--- src/rtl/coh5_pkg.sv ---
package coh5_pkg;

   typedef enum logic [2:0] {
      ST_I = 3'd0,
      ST_S = 3'd1,
      ST_E = 3'd2,
      ST_R = 3'd3,
      ST_M = 3'd4
   } line_st_t;

   typedef enum logic [1:0] {
      CMD_NONE = 2'd0,
      CMD_READ = 2'd1,
      CMD_RFO  = 2'd2,
      CMD_UPG  = 2'd3
   } bus_cmd_t;

endpackage

--- src/rtl/coh5_line_store.sv ---
module coh5_line_store
   import coh5_pkg::*;
#(
   parameter int LINES = 8,
   parameter int TAG_W = 5,
   parameter int NRD   = 3,
   localparam int IDX_W = $clog2(LINES)
) (
   input  logic             clk,
   input  logic             rst_n,
   input  logic [IDX_W-1:0] rd_idx [NRD],
   output line_st_t         rd_st  [NRD],
   output logic [TAG_W-1:0] rd_tag [NRD],
   input  logic             loc_we,
   input  logic [IDX_W-1:0] loc_idx,
   input  logic [TAG_W-1:0] loc_tag,
   input  line_st_t         loc_st,
   input  logic             snp_we,
   input  logic [IDX_W-1:0] snp_idx,
   input  line_st_t         snp_st
);

   line_st_t         st_q  [LINES];
   logic [TAG_W-1:0] tag_q [LINES];

   always_ff @(posedge clk) begin
      if (!rst_n) begin
         for (int i = 0; i < LINES; i++) begin
            st_q[i]  <= ST_I;
            tag_q[i] <= '0;
         end
      end else begin
         if (loc_we) begin
            st_q[loc_idx]  <= loc_st;
            tag_q[loc_idx] <= loc_tag;
         end
         if (snp_we) st_q[snp_idx] <= snp_st;
      end
   end

   for (genvar p = 0; p < NRD; p++) begin : g_rd
      assign rd_st[p]  = st_q[rd_idx[p]];
      assign rd_tag[p] = tag_q[rd_idx[p]];

      // no line ever carries an undefined state code
      a_r1_state_legal: assert property (@(posedge clk) disable iff (!rst_n)
         rd_st[p] inside {ST_I, ST_S, ST_E, ST_R, ST_M});
   end

endmodule

--- src/rtl/coh5_snoop.sv ---
module coh5_snoop
   import coh5_pkg::*;
#(
   parameter bit MIGRATE = 1'b1
) (
   input  logic     clk,
   input  logic     rst_n,
   input  logic     snp_valid,
   input  bus_cmd_t snp_cmd,
   input  logic     hit,
   input  line_st_t cur_st,
   output logic     rsp_shared,
   output logic     rsp_dirty,
   output logic     rsp_handoff,
   output logic     upd,
   output line_st_t nxt_st
);

   // reaction of an owned line (M or R) to a remote read: variant by parameter
   logic     own_share, own_hand;
   line_st_t own_next;

   if (MIGRATE) begin : g_migrate
      assign own_share = 1'b0;
      assign own_hand  = 1'b1;
      assign own_next  = ST_I;
   end else begin : g_keep
      assign own_share = 1'b1;
      assign own_hand  = 1'b0;
      assign own_next  = ST_S;
   end

   always_comb begin
      rsp_shared  = 1'b0;
      rsp_dirty   = 1'b0;
      rsp_handoff = 1'b0;
      upd         = 1'b0;
      nxt_st      = cur_st;
      if (snp_valid && hit) begin
         if (snp_cmd == CMD_READ) begin
            unique case (cur_st)
               ST_M: begin
                  rsp_dirty   = 1'b1;
                  rsp_shared  = own_share;
                  rsp_handoff = own_hand;
                  upd         = 1'b1;
                  nxt_st      = own_next;
               end
               ST_R: begin
                  rsp_shared  = own_share;
                  rsp_handoff = own_hand;
                  upd         = 1'b1;
                  nxt_st      = own_next;
               end
               ST_E: begin
                  rsp_shared = 1'b1;
                  upd        = 1'b1;
                  nxt_st     = ST_S;
               end
               ST_S: rsp_shared = 1'b1;
               default: ;
            endcase
         end else if (snp_cmd == CMD_RFO || snp_cmd == CMD_UPG) begin
            rsp_dirty = (cur_st == ST_M);
            upd       = 1'b1;
            nxt_st    = ST_I;
         end
      end
   end

   // a requester never sees both a sharing and a handoff answer from one cache
   a_r7_single_answer: assert property (@(posedge clk) disable iff (!rst_n)
      !(rsp_shared && rsp_handoff));

endmodule

--- src/rtl/coh5_req_fsm.sv ---
module coh5_req_fsm
   import coh5_pkg::*;
#(
   parameter int ADDR_W = 8,
   parameter int IDX_W  = 3,
   localparam int TAG_W = ADDR_W - IDX_W
) (
   input  logic              clk,
   input  logic              rst_n,
   input  logic              cpu_req_valid,
   input  logic              cpu_req_write,
   input  logic [ADDR_W-1:0] cpu_req_addr,
   output logic              cpu_ready,
   output logic              cpu_done,
   output logic [IDX_W-1:0]  look_idx,
   input  line_st_t          look_st,
   input  logic [TAG_W-1:0]  look_tag,
   input  logic              snp_valid,
   input  logic [IDX_W-1:0]  snp_idx,
   output logic              bus_req,
   output bus_cmd_t          bus_cmd,
   output logic [ADDR_W-1:0] bus_addr,
   input  logic              bus_gnt,
   input  logic              rsp_shared,
   input  logic              rsp_handoff,
   output logic              victim_wb,
   output logic              loc_we,
   output logic [IDX_W-1:0]  loc_idx,
   output logic [TAG_W-1:0]  loc_tag,
   output line_st_t          loc_st
);

   typedef enum logic [1:0] {FS_IDLE, FS_CHECK, FS_BUS} fs_t;

   fs_t               fs_q;
   logic [ADDR_W-1:0] addr_q;
   logic              wr_q;
   logic              done_q;

   logic     hit, need_bus, conflict;
   bus_cmd_t want_cmd;

   assign look_idx = addr_q[IDX_W-1:0];
   assign loc_idx  = addr_q[IDX_W-1:0];
   assign loc_tag  = addr_q[ADDR_W-1:IDX_W];
   assign hit      = (look_st != ST_I) && (look_tag == loc_tag);
   assign need_bus = wr_q ? !(hit && (look_st == ST_M || look_st == ST_E)) : !hit;
   assign want_cmd = !wr_q ? CMD_READ :
                     (hit && (look_st == ST_S || look_st == ST_R)) ? CMD_UPG : CMD_RFO;
   assign conflict = snp_valid && (snp_idx == look_idx);

   assign cpu_ready = (fs_q == FS_IDLE);
   assign cpu_done  = done_q;
   assign bus_req   = (fs_q == FS_BUS);
   assign bus_cmd   = bus_req ? want_cmd : CMD_NONE;
   assign bus_addr  = addr_q;

   always_ff @(posedge clk) begin
      if (!rst_n) begin
         fs_q   <= FS_IDLE;
         addr_q <= '0;
         wr_q   <= 1'b0;
         done_q <= 1'b0;
      end else begin
         done_q <= 1'b0;
         unique case (fs_q)
            FS_IDLE: if (cpu_req_valid) begin
               addr_q <= cpu_req_addr;
               wr_q   <= cpu_req_write;
               fs_q   <= FS_CHECK;
            end
            FS_CHECK: if (!conflict) begin
               if (need_bus) fs_q <= FS_BUS;
               else begin
                  fs_q   <= FS_IDLE;
                  done_q <= 1'b1;
               end
            end
            FS_BUS: if (bus_gnt) begin
               fs_q   <= FS_IDLE;
               done_q <= 1'b1;
            end
            default: fs_q <= FS_IDLE;
         endcase
      end
   end

   always_comb begin
      loc_we    = 1'b0;
      loc_st    = look_st;
      victim_wb = 1'b0;
      if (fs_q == FS_CHECK && !conflict && !need_bus && wr_q && look_st == ST_E) begin
         loc_we = 1'b1;
         loc_st = ST_M;
      end else if (fs_q == FS_BUS && bus_gnt) begin
         loc_we    = 1'b1;
         loc_st    = wr_q ? ST_M : rsp_handoff ? ST_R : rsp_shared ? ST_S : ST_E;
         victim_wb = !hit && (look_st == ST_M);
      end
   end

   // a pending request is held steady until granted
   a_r12_req_held: assert property (@(posedge clk) disable iff (!rst_n)
      bus_req && !bus_gnt |=> bus_req && $stable(bus_addr));

   // completion follows the grant by one cycle
   a_r12_done_after_grant: assert property (@(posedge clk) disable iff (!rst_n)
      bus_req && bus_gnt |=> cpu_done);

endmodule

--- src/rtl/coh5_ctrl.sv ---
module coh5_ctrl
   import coh5_pkg::*;
#(
   parameter int N_LINES = 8,
   parameter int ADDR_W  = 8,
   parameter bit MIGRATE = 1'b1,
   localparam int IDX_W  = $clog2(N_LINES),
   localparam int TAG_W  = ADDR_W - IDX_W
) (
   input  logic              clk,
   input  logic              rst_n,
   input  logic              cpu_req_valid,
   input  logic              cpu_req_write,
   input  logic [ADDR_W-1:0] cpu_req_addr,
   output logic              cpu_ready,
   output logic              cpu_done,
   output logic              bus_req,
   output logic [1:0]        bus_cmd,
   output logic [ADDR_W-1:0] bus_addr,
   input  logic              bus_gnt,
   input  logic              bus_rsp_shared,
   input  logic              bus_rsp_handoff,
   output logic              victim_wb,
   input  logic              snp_valid,
   input  logic [1:0]        snp_cmd,
   input  logic [ADDR_W-1:0] snp_addr,
   output logic              snp_shared,
   output logic              snp_dirty,
   output logic              snp_handoff,
   input  logic [IDX_W-1:0]  peek_idx,
   output logic [2:0]        peek_state,
   output logic [TAG_W-1:0]  peek_tag
);

   if (N_LINES < 2 || (N_LINES & (N_LINES - 1)) != 0) begin : g_bad_lines
      $error("coh5_ctrl: N_LINES must be a power of two of at least 2");
   end
   if (ADDR_W <= IDX_W) begin : g_bad_addr
      $error("coh5_ctrl: ADDR_W must leave at least one tag bit");
   end

   localparam int RD_REQ  = 0;
   localparam int RD_SNP  = 1;
   localparam int RD_PEEK = 2;
   localparam int NRD     = 3;

   logic [IDX_W-1:0] rd_idx [NRD];
   line_st_t         rd_st  [NRD];
   logic [TAG_W-1:0] rd_tag [NRD];

   logic             loc_we;
   logic [IDX_W-1:0] loc_idx;
   logic [TAG_W-1:0] loc_tag;
   line_st_t         loc_st;
   logic             snp_we;
   line_st_t         snp_nxt;
   bus_cmd_t         req_cmd;
   logic             snp_hit;
   logic [IDX_W-1:0] req_idx;

   assign rd_idx[RD_REQ]  = req_idx;
   assign rd_idx[RD_SNP]  = snp_addr[IDX_W-1:0];
   assign rd_idx[RD_PEEK] = peek_idx;
   assign snp_hit    = (rd_st[RD_SNP] != ST_I) && (rd_tag[RD_SNP] == snp_addr[ADDR_W-1:IDX_W]);
   assign bus_cmd    = req_cmd;
   assign peek_state = rd_st[RD_PEEK];
   assign peek_tag   = rd_tag[RD_PEEK];

   coh5_line_store #(.LINES(N_LINES), .TAG_W(TAG_W), .NRD(NRD)) store_i (
      .clk     (clk),
      .rst_n   (rst_n),
      .rd_idx  (rd_idx),
      .rd_st   (rd_st),
      .rd_tag  (rd_tag),
      .loc_we  (loc_we),
      .loc_idx (loc_idx),
      .loc_tag (loc_tag),
      .loc_st  (loc_st),
      .snp_we  (snp_we),
      .snp_idx (snp_addr[IDX_W-1:0]),
      .snp_st  (snp_nxt)
   );

   coh5_snoop #(.MIGRATE(MIGRATE)) snoop_i (
      .clk         (clk),
      .rst_n       (rst_n),
      .snp_valid   (snp_valid),
      .snp_cmd     (bus_cmd_t'(snp_cmd)),
      .hit         (snp_hit),
      .cur_st      (rd_st[RD_SNP]),
      .rsp_shared  (snp_shared),
      .rsp_dirty   (snp_dirty),
      .rsp_handoff (snp_handoff),
      .upd         (snp_we),
      .nxt_st      (snp_nxt)
   );

   coh5_req_fsm #(.ADDR_W(ADDR_W), .IDX_W(IDX_W)) fsm_i (
      .clk           (clk),
      .rst_n         (rst_n),
      .cpu_req_valid (cpu_req_valid),
      .cpu_req_write (cpu_req_write),
      .cpu_req_addr  (cpu_req_addr),
      .cpu_ready     (cpu_ready),
      .cpu_done      (cpu_done),
      .look_idx      (req_idx),
      .look_st       (rd_st[RD_REQ]),
      .look_tag      (rd_tag[RD_REQ]),
      .snp_valid     (snp_valid),
      .snp_idx       (snp_addr[IDX_W-1:0]),
      .bus_req       (bus_req),
      .bus_cmd       (req_cmd),
      .bus_addr      (bus_addr),
      .bus_gnt       (bus_gnt),
      .rsp_shared    (bus_rsp_shared),
      .rsp_handoff   (bus_rsp_handoff),
      .victim_wb     (victim_wb),
      .loc_we        (loc_we),
      .loc_idx       (loc_idx),
      .loc_tag       (loc_tag),
      .loc_st        (loc_st)
   );

   // a Recent line becomes Modified only while its bus transaction is granted
   a_r4_recent_needs_grant: assert property (@(posedge clk) disable iff (!rst_n)
      loc_we && loc_st == ST_M && rd_st[RD_REQ] == ST_R && rd_tag[RD_REQ] == loc_tag
      |-> bus_gnt);

   // the Exclusive-to-Modified step happens without any bus request
   a_r5_exclusive_silent: assert property (@(posedge clk) disable iff (!rst_n)
      loc_we && loc_st == ST_M && rd_st[RD_REQ] == ST_E && rd_tag[RD_REQ] == loc_tag
      |-> !bus_req);

endmodule

--- config.mk ---
export PLATFORM = sky130hd
export DESIGN_NAME = coh5_ctrl
export DESIGN_NICKNAME = d
export VERILOG_FILES = /design/src/rtl/coh5_pkg.sv /design/src/rtl/coh5_line_store.sv /design/src/rtl/coh5_snoop.sv /design/src/rtl/coh5_req_fsm.sv /design/src/rtl/coh5_ctrl.sv
export SDC_FILE = /design/constraint.sdc
export NUM_CORES = 1
export LEC_CHECK = 0
export ABC_CLOCK_PERIOD_IN_PS = 4200
export BUFFER_PORTS_ARGS = -buffer_cell sky130_fd_sc_hd__buf_2
export CAP_MARGIN = 40
export CORE_MARGIN = 2
export CORE_UTILIZATION = 53
export DETAILED_ROUTE_END_ITERATION = 12
export PLACE_DENSITY_LB_ADDON = 0.3
export SLEW_MARGIN = 10
export SYNTH_ARGS = -nofsm -noshare
export SYNTH_HDL_FRONTEND = slang
export SYNTH_HIERARCHICAL = 1
export SYNTH_SLANG_ARGS = --single-unit
--- constraint.sdc ---
create_clock -name clk -period 4.2 [get_ports clk]
set_input_delay 0.42 -clock clk [delete_from_list [all_inputs] [get_ports clk]]
set_output_delay 0.42 -clock clk [all_outputs]
set_load 0.005 [all_outputs]
# Yosys cells after proc, flatten, opt, wreduce, memory -nomap -nowiden
# Memory sizes are Yosys's and may differ from the RTL's. A register that Yosys moved wholly into a read port is not among the register bits.
# Index checks and enable logic that the tools add are counted.
# Widths: inputs -> output; s select.
[word_totals]
regBits = 12
latch_bits = 0
ramBits = 64
mem_bits_ro = 0
inputBits = 29
out_inout_bits = 25
wordCells = 115
memories = 2
[op_classes]
n_addsub = 0
multipliers = 0
div_mod_pow = 0
magnitude_cmp = 0
eq_ne = 19
shift = 0
mux = 60
n_bitwise = 0
reduce_logical = 30
[memory_table]
columns = ["name", "words", "width", "rd", "rd_ports_with_merged_regs", "write_ports", "line_no", "rtl"]
rows = [
  ["store_i.tag_q", 8, 5, 3, 1, 8, "coh5_line_store.sv:24", "logic [TAG_W-1:0] tag_q [LINES];"],
  ["store_i.st_q", 8, 3, 3, 1, 8, "coh5_line_store.sv:23", "line_st_t st_q [LINES];"],
]
[op_table]
columns = ["operator", "n"]
rows = [
  ["$mux 3", 16],
  ["$mux 1", 33],
  ["$mux 2", 7],
  ["$eq 3x2->1 const B", 4],
  ["$logic_and 1x1->1", 12],
  ["$eq 5x5->1", 2],
  ["$reduce_or 3->1", 3],
  ["$eq 2x2->1 const B", 3],
  ["$eq 3x1->1 const B", 2],
  ["$eq 3x3->1 const B", 2],
  ["$ne 2x2->1 const B", 3],
  ["$pmux 2 s3", 1],
  ["$pmux 3 s2", 1],
  ["$reduce_bool 3->1", 2],
  ["$mux 5", 1],
  ["$reduce_or 5->1", 1],
  ["$eq 2x1->1 const B", 2],
  ["$logic_not 1->1", 4],
  ["$reduce_or 2->1", 2],
  ["$eq 3x3->1", 1],
  ["$logic_or 1x1->1", 3],
  ["$reduce_and 3->1", 1],
  ["$logic_not 2->1", 1],
  ["$pmux 1 s2", 1],
  ["$reduce_and 2->1", 1],
]

# Longest topological paths before layout
# Gate-level depths: netlist of run 1.
[depth]
word_depth = 15
depth_mapped = 13
depth_no_buf = 10

# By module
# The synthesis of run 1 kept the hierarchy.
[by_module_without_submodules]
columns = ["module", "instances", "cells_each", "area_each_um2", "seq_area_each_um2"]
rows = [
  ["coh5_line_store", 1, 295, 4463.0, 1921.8],
  ["coh5_req_fsm", 1, 110, 835.8, 240.2],
  ["coh5_snoop", 1, 23, 141.4, 0.0],
  ["coh5_ctrl", 1, 8, 65.1, 0.0],
]

# Least setup slack after synthesis of run 1
# OpenSTA, ideal clock, no wires.
[synth_timing]
kind = "reg-to-reg"
from = "reg fsm_i.addr_q[0] (netlist: fsm_i/bus_addr[0])"
to = "mem store_i/st_q[2][0] (netlist bit) (enable)"
setup_time_ns = 0.296
t_arrival_ns = 3.688
required_ns = 3.904
slack_ns = 0.217
stages_incl_launch_ff = 14
n_path_buf = 4
synth_period_minus_slack_ns = 3.983
cell_sequence = "dfxtp_1 buf_4 buf_6 buf_12 mux4_1 mux2_2 xnor2_1 o31ai_1 or4b_4 o21ai_1 clkbuf_1 nand3_1 o21ai_0 or2_2"
[synth_lines]
columns = ["element", "line_no", "rtl"]
rows = [
  ["from (decl)", "coh5_req_fsm.sv:36", "logic [ADDR_W-1:0] addr_q;"],
  ["from (signal assigned)", "coh5_req_fsm.sv:68", "addr_q <= cpu_req_addr;"],
  ["to (decl)", "coh5_line_store.sv:23", ""],
]

==> results of run 1 <==
[registers in the layout (all words and copies together) (netlist names)]
register,cells
fsm_i/cpu_done,1
fsm_i/fs_q,2
fsm_i/bus_addr,8
store_i/tag_q,40
store_i/st_q,24
fsm_i/wr_q,1
[layout make-up]
type                       count  area, µm²  share of cell area (%)
tap                          136        170                    2.85
sequential                    76       2160                    36.2
timing repair buffer          66        375                    6.29
clock inverter                 7       42.5                   0.712
clock buffer                   9        124                    2.07
inverter                       8       30.0                   0.503
multi-input combinational    318       3070                    51.4
[layer usage]
layer  part of all wire [%]  GRT usage [%]
met3                    9.9           6.87
met5                      0              0
met1                     41           35.1
met2                     46           38.1
met4                    2.6           10.2
[critical path: cells and delay by family, from the launching register on]
kind,cells,cell delay [ns]
AND/OR/NAND/NOR,4,1.20
buffers and inverters,2,0.40
flip-flops,1,0.38
multiplexers,2,0.89
XOR/XNOR,1,0.16
AO/OA/AOI/OAI,2,0.51
[synthesized netlist by cell type, types with 7 or more instances]
cell type	number	area, µm²
a21oi_1	14	70.1
and2_1	41	257
buf_4	11	82.6
clkbuf_1	10	37.5
dfxtp_1	12	240
edfxtp_1	64	1920
inv_1	7	26.3
mux2_2	48	541
mux4_1	41	1080
mux4_2	7	158
nand2_1	25	93.8
nand2b_1	7	43.8
nand3_1	13	65.1
nor2_1	40	150
o21ai_0	9	45.0
or2_2	7	43.8
xnor2_1	14	123
[stage by stage]
step	cell area, µm²	setup slack (ns)
after detailed placement	5810	0.0641
after global placement	5810	0.143
after global routing	5970	0.0956
after CTS	5970	0.380
final	5970	0.350
after floorplan	5510	0.217
[cell families after synthesis]
group | synth area share [%]
compound gates | 4.34
fa+ha+maj | 0.682
buf+inv | 5.00
simple gates | 15.9
flops | 39.3
mux | 32.4
xor+xnor | 2.39
[report_power, final]
part	switching [µW]	internal (µW)	total, µW	leakage, µW
Sequential	54.3	853	907	0.000759
Combinational	238	209	447	0.00149
Clock	286	211	498	0.0000845
Total	579	1270	1850	0.00234
[path summary, 6_finish.rpt]
kind	startpoint	end	slack, ns	depth (start not counted)
setup / recovery	fsm_i/bus_addr[0]	store_i/st_q[4][0]	0.35	11
hold / removal	cpu_req_addr[3]	fsm_i/bus_addr[3]	0.30	3
setup reg to reg	fsm_i/bus_addr[0]	store_i/st_q[4][0]	0.35	11
hold reg to reg	fsm_i/fs_q[0]	fsm_i/fs_q[0]	0.53	2
==> summary.txt, run 1 <==
Post-synth EDFFs - 64
Slew Limit Fails - 0
minimum clock period - 3.85 ns
first-pass GRT wire length - 21.1 mm
Placer Congestion - 0.980
Layout Cells excl Fill - 620
Root Buffer - clkbuf_8
Worst VDD drop - 125 µV
status - complete, no violations
Total GRT Usage - 25.3%
Req. time, crit path - 4.27 ns
DP HPWL - 10.4 mm
Vias - 4005
post-layout util - 58.6%
number of max-cap violations - 0
synthesized net count - 468
DR WL/cell - 22.5 µm
yosys warns - 6
GR Overflow Total - 0
Final Skew - 0.00795 ns
vias per cell - 6.46
number of post-CTS setup repair buffers - 0
post-synthesis cell type count - 51
commonest non-fill, non-tap cells in the layout - 64 x edfxtp_1, 53 x buf_2, 48 x mux2_2
Final TNS setup - 0 ns
drt pass-1 iters - 5
placed insts - 604
number of antenna diodes - 0
CTS Buf Count - 9
Final Hold Fails - 0
Crit-path slowest cell - mux4_1
Data arrival, critical path - 3.92 ns
die extent in y - 106 µm
Mean Syn Cell Area - 12.6 µm²
final critical-path share of the clock period - 91.7%
crit-path max FO - 22
register area share after synthesis - 39.3%
Die W - 106 µm
Final setup viols - 0
DIE AREA - 11200 µm²
most common cell after layout, fill and taps aside - edfxtp_1
I/O pin count - 54
Pwr Density - 310 nW/µm²
Syn Std Cell Area - 5510 µm²
Core ar. - 10200 µm²
Least-Margin Pin Slew - 0.633 ns
clk sink count - 76
Net count, final - 511
Min-Delay Path Class - in -> reg
Lkg Pwr - 0.00234 µW
initial detailed-routing violation count - 398
port bufs - 53
H-tree Lvls - 3
RSZ-0062 raised after global routing - no
CTS tree - yes
Final ANT Viol Nets - 0
post-synthesis sequential element count - 76
Gate Count Post-Synth - 436
post-CTS resize count - 0
dominant synthesized flop cell - edfxtp_1
Fmax achieved - 260 MHz
area grow syn2layout - 8.48%
vias in the first global route - 3784
Clock Path Buffers - 2
Worst setup SP type - flop
delay of the slowest cell on the worst path - 0.59 ns
Detailed Route WL - 13.9 mm
worst path cell trace - buf_12, mux4_1, mux2_2, xnor2_1, nand2_1, or4b_4, o21ai_1, nand3b_1, o21ai_0, buf_4, nand2b_1
Clk Latency, worst-skew pair - 0.37 ns
Rows - 37
WS Path Type - reg -> reg
largest net degree at the start of global routing - 25
Fillers - 815
asr flop ratio synth - 0%
Initial Util - 54.1%
overall power - 1850 µW
share of layout cells above drive strength 1 - 30.2%
DRC errors left - 0
cts hold-fix bufs - 0
headroom to the max-slew limit - 57.5%
hold_ws - 0.296 ns
Worst-path clk slew - 0.08 ns
initial antenna violation count - 0
crit end category - flop
Note: power is estimated with default switching activity, not from simulation.
==> run 2: changes to the inputs <==
--- a/config.mk
+++ b/config.mk
@@ -9,7 +9,7 @@
 export BUFFER_PORTS_ARGS = -buffer_cell sky130_fd_sc_hd__buf_2
 export CAP_MARGIN = 40
 export CORE_MARGIN = 2
-export CORE_UTILIZATION = 53
+export CORE_UTILIZATION = 54
 export DETAILED_ROUTE_END_ITERATION = 12
 export PLACE_DENSITY_LB_ADDON = 0.3
 export SLEW_MARGIN = 10
==> run 2 against run 1 <==
Against the previous run: die area down 1.8%; sequential power about the same; non-clock buffer count unchanged; clock skew up 0.0060 ns; fmax up 2.1%; global-route usage up 0.19 points; cell area up 0.50%; via count down 1.1%; setup slack better by 0.080 ns; power up 3.1%; clock power up 11%; critical path type unchanged; critical endpoint is now store_i/st_q[4][1]; largest cell class unchanged; largest power group unchanged; highest routed layer unchanged.
==> summary.txt, run 2 (same netlist as run 1, synthesis figures left out) <==
CTS tree - yes (unchanged)
most common cell after layout, fill and taps aside - edfxtp_1 (unchanged)
vias per cell - 6.42 (was 6.46)
port bufs - 53 (unchanged)
crit path from - fsm_i/bus_addr[0] (unchanged)
Rows - 36 (was 37)
CTS Buf Count - 9 (unchanged)
placed insts - 601 (was 604)
commonest non-fill, non-tap cells in the layout - 64 x edfxtp_1, 53 x buf_2, 48 x mux2_2 (unchanged)
Req. time, crit path - 4.25 ns (was 4.27 ns)
max reg flops - 40 (unchanged)
Detailed Route WL - 13.6 mm (was 13.9 mm)
Least-Margin Pin Slew - 0.606 ns (was 0.633 ns)
cts hold-fix bufs - 0 (unchanged)
Pwr Density - 318 nW/µm² (was 310 nW/µm²)
Layout Cells excl Fill - 617 (was 620)
Reg2Reg Depth - 10 (was 11)
post-CTS resize count - 0 (unchanged)
clk sink count - 76 (unchanged)
headroom to the max-slew limit - 59.6% (was 57.5%)
number of max-cap violations - 0 (unchanged)
largest register by flop count - store_i/tag_q (unchanged)
share of layout cells above drive strength 1 - 30.6% (was 30.2%)
worst reg-to-reg setup slack - 0.43 ns (was 0.35 ns)
Data arrival, critical path - 3.82 ns (was 3.92 ns)
number of antenna diodes - 0 (unchanged)
Final Skew - 0.0140 ns (was 0.00795 ns)
crit-path max FO - 23 (was 22)
DRC errors left - 0 (unchanged)
Die W - 105 µm (was 106 µm)
Fmax achieved - 265 MHz (was 260 MHz)
minimum clock period - 3.77 ns (was 3.85 ns)
vias in the first global route - 3776 (was 3784)
drt pass-1 iters - 6 (was 5)
area grow syn2layout - 9.02% (was 8.48%)
Clock Path Buffers - 2 (unchanged)
Lkg Pwr - 0.00235 µW (was 0.00234 µW)
DP HPWL - 10.1 mm (was 10.4 mm)
GR Overflow Total - 0 (unchanged)
largest net degree at the start of global routing - 25 (unchanged)
final critical-path share of the clock period - 89.8% (was 91.7%)
Fillers - 801 (was 815)
Final TNS setup - 0 ns (unchanged)
Core ar. - 9820 µm² (was 10200 µm²)
die extent in y - 105 µm (was 106 µm)
Final ANT Viol Nets - 0 (unchanged)
DIE AREA - 11000 µm² (was 11200 µm²)
initial detailed-routing violation count - 356 (was 398)
Total GRT Usage - 25.5% (was 25.3%)
Worst setup SP type - flop (unchanged)
Final Hold Fails - 0 (unchanged)
status - complete, no violations (unchanged)
Net count, final - 511 (unchanged)
WS Path Type - reg -> reg (unchanged)
Placer Congestion - 0.900 (was 0.980)
Final setup viols - 0 (unchanged)
R2R Path End - store_i/st_q[4][1] (was store_i/st_q[4][0])
H-tree Lvls - 3 (unchanged)
crit end category - flop (unchanged)
R2R Path Start - fsm_i/bus_addr[0] (unchanged)
Worst-path clk slew - 0.09 ns (was 0.08 ns)
I/O pin count - 54 (unchanged)
number of post-CTS setup repair buffers - 0 (unchanged)
Vias - 3959 (was 4005)
Min-Delay Path Class - in -> reg (unchanged)
Root Buffer - clkbuf_8 (unchanged)
DR WL/cell - 22.0 µm (was 22.5 µm)
Initial Util - 56.1% (was 54.1%)
Clk Latency, worst-skew pair - 0.36 ns (was 0.37 ns)
crit path to - store_i/st_q[4][1] (was store_i/st_q[4][0])
Slew Limit Fails - 0 (unchanged)
first-pass GRT wire length - 21.3 mm (was 21.1 mm)
initial antenna violation count - 0 (unchanged)
Worst VDD drop - 208 µV (was 125 µV)
RSZ-0062 raised after global routing - no (unchanged)
run 2: changes by cell type in the layout (fill, tap and decap cells not counted), sizes merged:
cell,previous run,this run
clkbuf,9,10
clkinv,6,3
inv,8,10
run 2: power breakdown:
part | switching [µW] | internal (µW)
sequential | 51.8 | 853
combinational | 242 | 209
clock | 295 | 259
total | 589 | 1320
run 2: worst min path at each step:
stage	from	end	slack, ns	cells after the start
global placement	fsm_i/bus_addr[2]	fsm_i/bus_addr[2]	0.47	2
global route	cpu_req_addr[3]	fsm_i/bus_addr[3]	0.30	3
finish	cpu_req_addr[4]	fsm_i/bus_addr[4]	0.31	3
detailed placement	fsm_i/bus_addr[2]	fsm_i/bus_addr[2]	0.48	2
floorplan	fsm_i/fs_q[0]	fsm_i/fs_q[0]	0.47	2
CTS	cpu_req_addr[4]	fsm_i/bus_addr[4]	0.28	3
run 2: metal layers:
| metal | up-vias | wire length [µm] | global-route usage (%) | part of all wire, % |
|---|---|---|---|---|
| li1 | 1777 | - | - | - |
| met1 | 1945 | 5830 | 37.6 | 43 |
| met2 | 221 | 6210 | 38.4 | 46 |
| met3 | 16 | 1340 | 4.49 | 9.9 |
| met4 | 0 | 189 | 8.48 | 1.4 |
| met5 | - | 0 | 0 | 0 |
run 2: critical path, stage by stage (launching register included):
cell and delay, ns:
dfxtp_1 0.36, buf_12 0.20, mux4_1 0.59, mux2_2 0.35, xnor2_1 0.15, o21ai_1 0.16
or4b_4 0.51, o21ai_1 0.24, nand3b_1 0.24, o21ai_0 0.41, nand2b_1 0.23
run 2: metrics by stage:
step / total power (µW) / hold WS, ns / area [µm²] / setup WS [ns] / util (%)
6_report: 1910 / 0.306 / 6000 / 0.430 / 61.1
5_1_grt: 1990 / 0.301 / 6000 / 0.266 / 61.1
4_1_cts: 1920 / 0.283 / 6000 / 0.477 / 61.1
3_5_place_dp: 1370 / 0.477 / 5800 / 0.315 / 59.1
3_3_place_gp: 1350 / 0.472 / 5800 / 0.357 / 59.1
2_1_floorplan: 1240 / 0.471 / 5510 / 0.217 / -
run 2: final cells by class:
type	instances	area, µm²	area share [%]
multi-input combinational	318	3070	51.1
sequential	76	2160	36.0
timing repair buffer	66	375	6.25
tap	133	166	2.77
clock buffer	10	149	2.48
clock inverter	6	51.3	0.855
inverter	8	30.0	0.500
==> run 3: changes to the inputs <==
--- a/config.mk
+++ b/config.mk
@@ -5,11 +5,12 @@
 export SDC_FILE = /design/constraint.sdc
 export NUM_CORES = 1
 export LEC_CHECK = 0
+export ABC_AREA = 1
 export ABC_CLOCK_PERIOD_IN_PS = 4200
 export BUFFER_PORTS_ARGS = -buffer_cell sky130_fd_sc_hd__buf_2
 export CAP_MARGIN = 40
 export CORE_MARGIN = 2
-export CORE_UTILIZATION = 54
+export CORE_UTILIZATION = 45
 export DETAILED_ROUTE_END_ITERATION = 12
 export PLACE_DENSITY_LB_ADDON = 0.3
 export SLEW_MARGIN = 10
==> run 3 against run 2 <==
Against the previous run: via count increased by 57%; cell area increased by 10%; die area increased by 33%; synthesized cell count increased by 130%; setup slack improved by 0.45 ns; sequential power increased by 3.8%; final cell count increased by 91%; critical endpoint is now store_i/tag_q[1][1]; synthesized area increased by 12%; critical path type unchanged; sequential share of layout area decreased by 3.3 points; combinational power increased to 2.6 times the previous value; routed wire length increased by 35%; worst hold slack improved by 0.057 ns.
==> summary.txt, run 3 <==
Root Buffer - clkbuf_16 (was clkbuf_8)
Vias - 6223 (was 3959)
Synth top area share - 31.3% (was 34.9%)
clk sink count - 76 (unchanged)
number of max-cap violations - 0 (unchanged)
DP HPWL - 13.8 mm (was 10.1 mm)
GR Overflow Total - 0 (unchanged)
Worst VDD drop - 311 µV (was 208 µV)
most common cell after layout, fill and taps aside - nand2_1 (was edfxtp_1)
Initial Util - 46.2% (was 56.1%)
Fmax achieved - 301 MHz (was 265 MHz)
vias in the first global route - 5460 (was 3776)
Crit-path slowest cell - dfxtp_1 (was mux4_1)
DR WL/cell - 15.6 µm (was 22.0 µm)
port bufs - 53 (unchanged)
Fillers - 1357 (was 801)
Net count, final - 1032 (was 511)
number of antenna diodes - 0 (unchanged)
Req. time, crit path - 4.23 ns (was 4.25 ns)
Detailed Route WL - 18.4 mm (was 13.6 mm)
Commonest cells post-synth - 438 x nand2_1, 135 x nand3_1, 126 x inv_1, 64 x edfxtp_1, 55 x nor2_1 (was 64 x edfxtp_1, 48 x mux2_2, 41 x and2_1, 41 x mux4_1, 40 x nor2_1)
Min-Delay Path Class - in -> reg (unchanged)
Pwr Density - 422 nW/µm² (was 318 nW/µm²)
Lkg Pwr - 0.00352 µW (was 0.00235 µW)
I/O pin count - 54 (unchanged)
Yosys top cell by area - edfxtp_1 (unchanged)
Placer Congestion - 1.04 (was 0.900)
status - complete, no violations (unchanged)
share of layout cells above drive strength 1 - 12.8% (was 30.6%)
H-tree Lvls - 3 (unchanged)
Mean Syn Cell Area - 6.26 µm² (was 12.6 µm²)
area grow syn2layout - 7.51% (was 9.02%)
ranking of synthesized cells by area - edfxtp_1 31%, nand2_1 27%, nand3_1 11%, inv_1 7.7%, dfxtp_1 3.9% (was edfxtp_1 35%, mux4_1 20%, mux2_2 9.8%, and2_1 4.7%, dfxtp_1 4.4%)
yosys warns - 6 (unchanged)
RSZ-0062 raised after global routing - no (unchanged)
cts hold-fix bufs - 0 (unchanged)
Final Hold Fails - 0 (unchanged)
hold_ws - 0.363 ns (was 0.306 ns)
Final Skew - 0.00902 ns (was 0.0140 ns)
post-synthesis cell type count - 30 (was 51)
minimum clock period - 3.32 ns (was 3.77 ns)
Data arrival, critical path - 3.35 ns (was 3.82 ns)
CTS Buf Count - 9 (unchanged)
Worst-path clk slew - 0.06 ns (was 0.09 ns)
Critical Path Most Common Cell - nand2_1 (was o21ai_1)
worst path cell trace - inv_2, nand3_1, nand2_1, nand2_1, nand2_1, nor2_2, nand2_1, nand3_1, inv_1, nor2_2, nand3_2, nand2_1, nand3_4, nor2_4, inv_2, nand2_1 (was buf_12, mux4_1, mux2_2, xnor2_1, o21ai_1, or4b_4, o21ai_1, nand3b_1, o21ai_0, nand2b_1)
register area share after synthesis - 35.2% (was 39.3%)
first-pass GRT wire length - 28.5 mm (was 21.3 mm)
dominant synthesized flop cell - edfxtp_1 (unchanged)
initial detailed-routing violation count - 752 (was 356)
vias per cell - 5.28 (was 6.42)
WP buf/inv - 3 (was 1)
die extent in y - 121 µm (was 105 µm)
max reg flops - 40 (unchanged)
post-CTS resize count - 0 (unchanged)
delay of the slowest cell on the worst path - 0.68 ns (was 0.59 ns)
Final TNS setup - 0 ns (unchanged)
WS Path Type - reg -> reg (unchanged)
number of post-CTS setup repair buffers - 0 (unchanged)
headroom to the max-slew limit - 50.2% (was 59.6%)
Clock Path Buffers - 2 (unchanged)
drt pass-1 iters - 6 (unchanged)
Top Family by Delay on Critical Path - simple AND/OR/NAND/NOR gates (unchanged)
post-synthesis sequential element count - 76 (unchanged)
crit end category - flop (unchanged)
Post-synth EDFFs - 64 (unchanged)
asr flop ratio synth - 0% (unchanged)
Final ANT Viol Nets - 0 (unchanged)
commonest non-fill, non-tap cells in the layout - 438 x nand2_1, 135 x nand3_1, 126 x inv_1 (was 64 x edfxtp_1, 53 x buf_2, 48 x mux2_2)
DIE AREA - 14600 µm² (was 11000 µm²)
Syn Std Cell Area - 6150 µm² (was 5510 µm²)
Total GRT Usage - 25.5% (about the same)
initial antenna violation count - 0 (unchanged)
Gate Count Post-Synth - 981 (was 436)
largest register by flop count - store_i/tag_q (unchanged)
Worst setup SP type - flop (unchanged)
synthesized net count - 1013 (was 468)
Least-Margin Pin Slew - 0.747 ns (was 0.606 ns)
count leader, synth - nand2_1 (was edfxtp_1)
DRC errors left - 0 (unchanged)
largest net degree at the start of global routing - 37 (was 25)
Slew Limit Fails - 0 (unchanged)
Core ar. - 13300 µm² (was 9820 µm²)
CTS tree - yes (unchanged)
crit-path max FO - 16 (was 23)
Rows - 42 (was 36)
Clk Latency, worst-skew pair - 0.34 ns (was 0.36 ns)
final critical-path share of the clock period - 79.0% (was 89.8%)
Final setup viols - 0 (unchanged)
Die W - 121 µm (was 105 µm)
## run 3: worst reg2reg max path: stages, from the launching register on
cell and delay (ns):
dfxtp_1 0.68, inv_2 0.29, nand3_1 0.17, nand2_1 0.09, nand2_1 0.06, nand2_1 0.13
nor2_2 0.17, nand2_1 0.07, nand3_1 0.10, inv_1 0.06, nor2_2 0.14, nand3_2 0.10
nand2_1 0.22, nand3_4 0.18, nor2_4 0.21, inv_2 0.14, nand2_1 0.21
## run 3: report_power, final
group          internal [µW]  leakage [µW]  switching (µW)  total (µW)
Sequential               881      0.000760            56.9         938
Combinational            348       0.00264             842        1190
Clock                    384      0.000123             277         661
Total                   1610       0.00352            1180        2790
## run 3: cell families after synthesis
| logic type | count (synthesis) | synth area share (%) |
|---|---|---|
| buf+inv | 201 | 14.5 |
| flops | 76 | 35.2 |
| compound gates | 36 | 3.16 |
| simple gates | 664 | 46.4 |
| fa+ha+maj | 3 | 0.611 |
| xor+xnor | 1 | 0.143 |
## run 3: area by class of cell
cell class,count,area [µm²],area share (%)
Clock inverter,5,21.3,0.322
Sequential cell,76,2160,32.7
Clock buffer,9,225,3.41
Tap cell,176,220,3.33
Multi-Input combinational cell,704,3090,46.8
Timing Repair Buffer,62,333,5.04
Inverter,147,552,8.35
## run 3: final timing paths
kind / slack, ns / from / to / cells past startpoint
worst max-delay path: 0.88 / fsm_i/bus_addr[1] / store_i/tag_q[1][1] / 16
worst min-delay path: 0.36 / cpu_req_addr[4] / fsm_i/bus_addr[4] / 3
worst max register to register: 0.88 / fsm_i/bus_addr[1] / store_i/tag_q[1][1] / 16
worst min register to register: 0.51 / fsm_i/fs_q[0] / fsm_i/fs_q[0] / 2
## run 3: per-stage QoR
step                cell area (µm²)  worst slack [ns]  util, %  power (µW)  cells
floorplan                      6150              1.50        -        1840    981
global placement               6350             0.988     47.8        2100   1164
detailed placement             6360             0.910     47.8        2120   1165
CTS                            6610             0.923     49.7        2780   1179
global route                   6610             0.644     49.7        2970   1179
finish                         6610             0.882     49.7        2790   1179
## run 3: routing by layer
layer	global-route usage, %	share of wire (%)	vias to the layer above
met1	37.1	43	2784
met3	5.31	12	35
met2	37.1	43	360
li1	-	-	3044
met5	0	0	-
met4	9.59	2.8	0
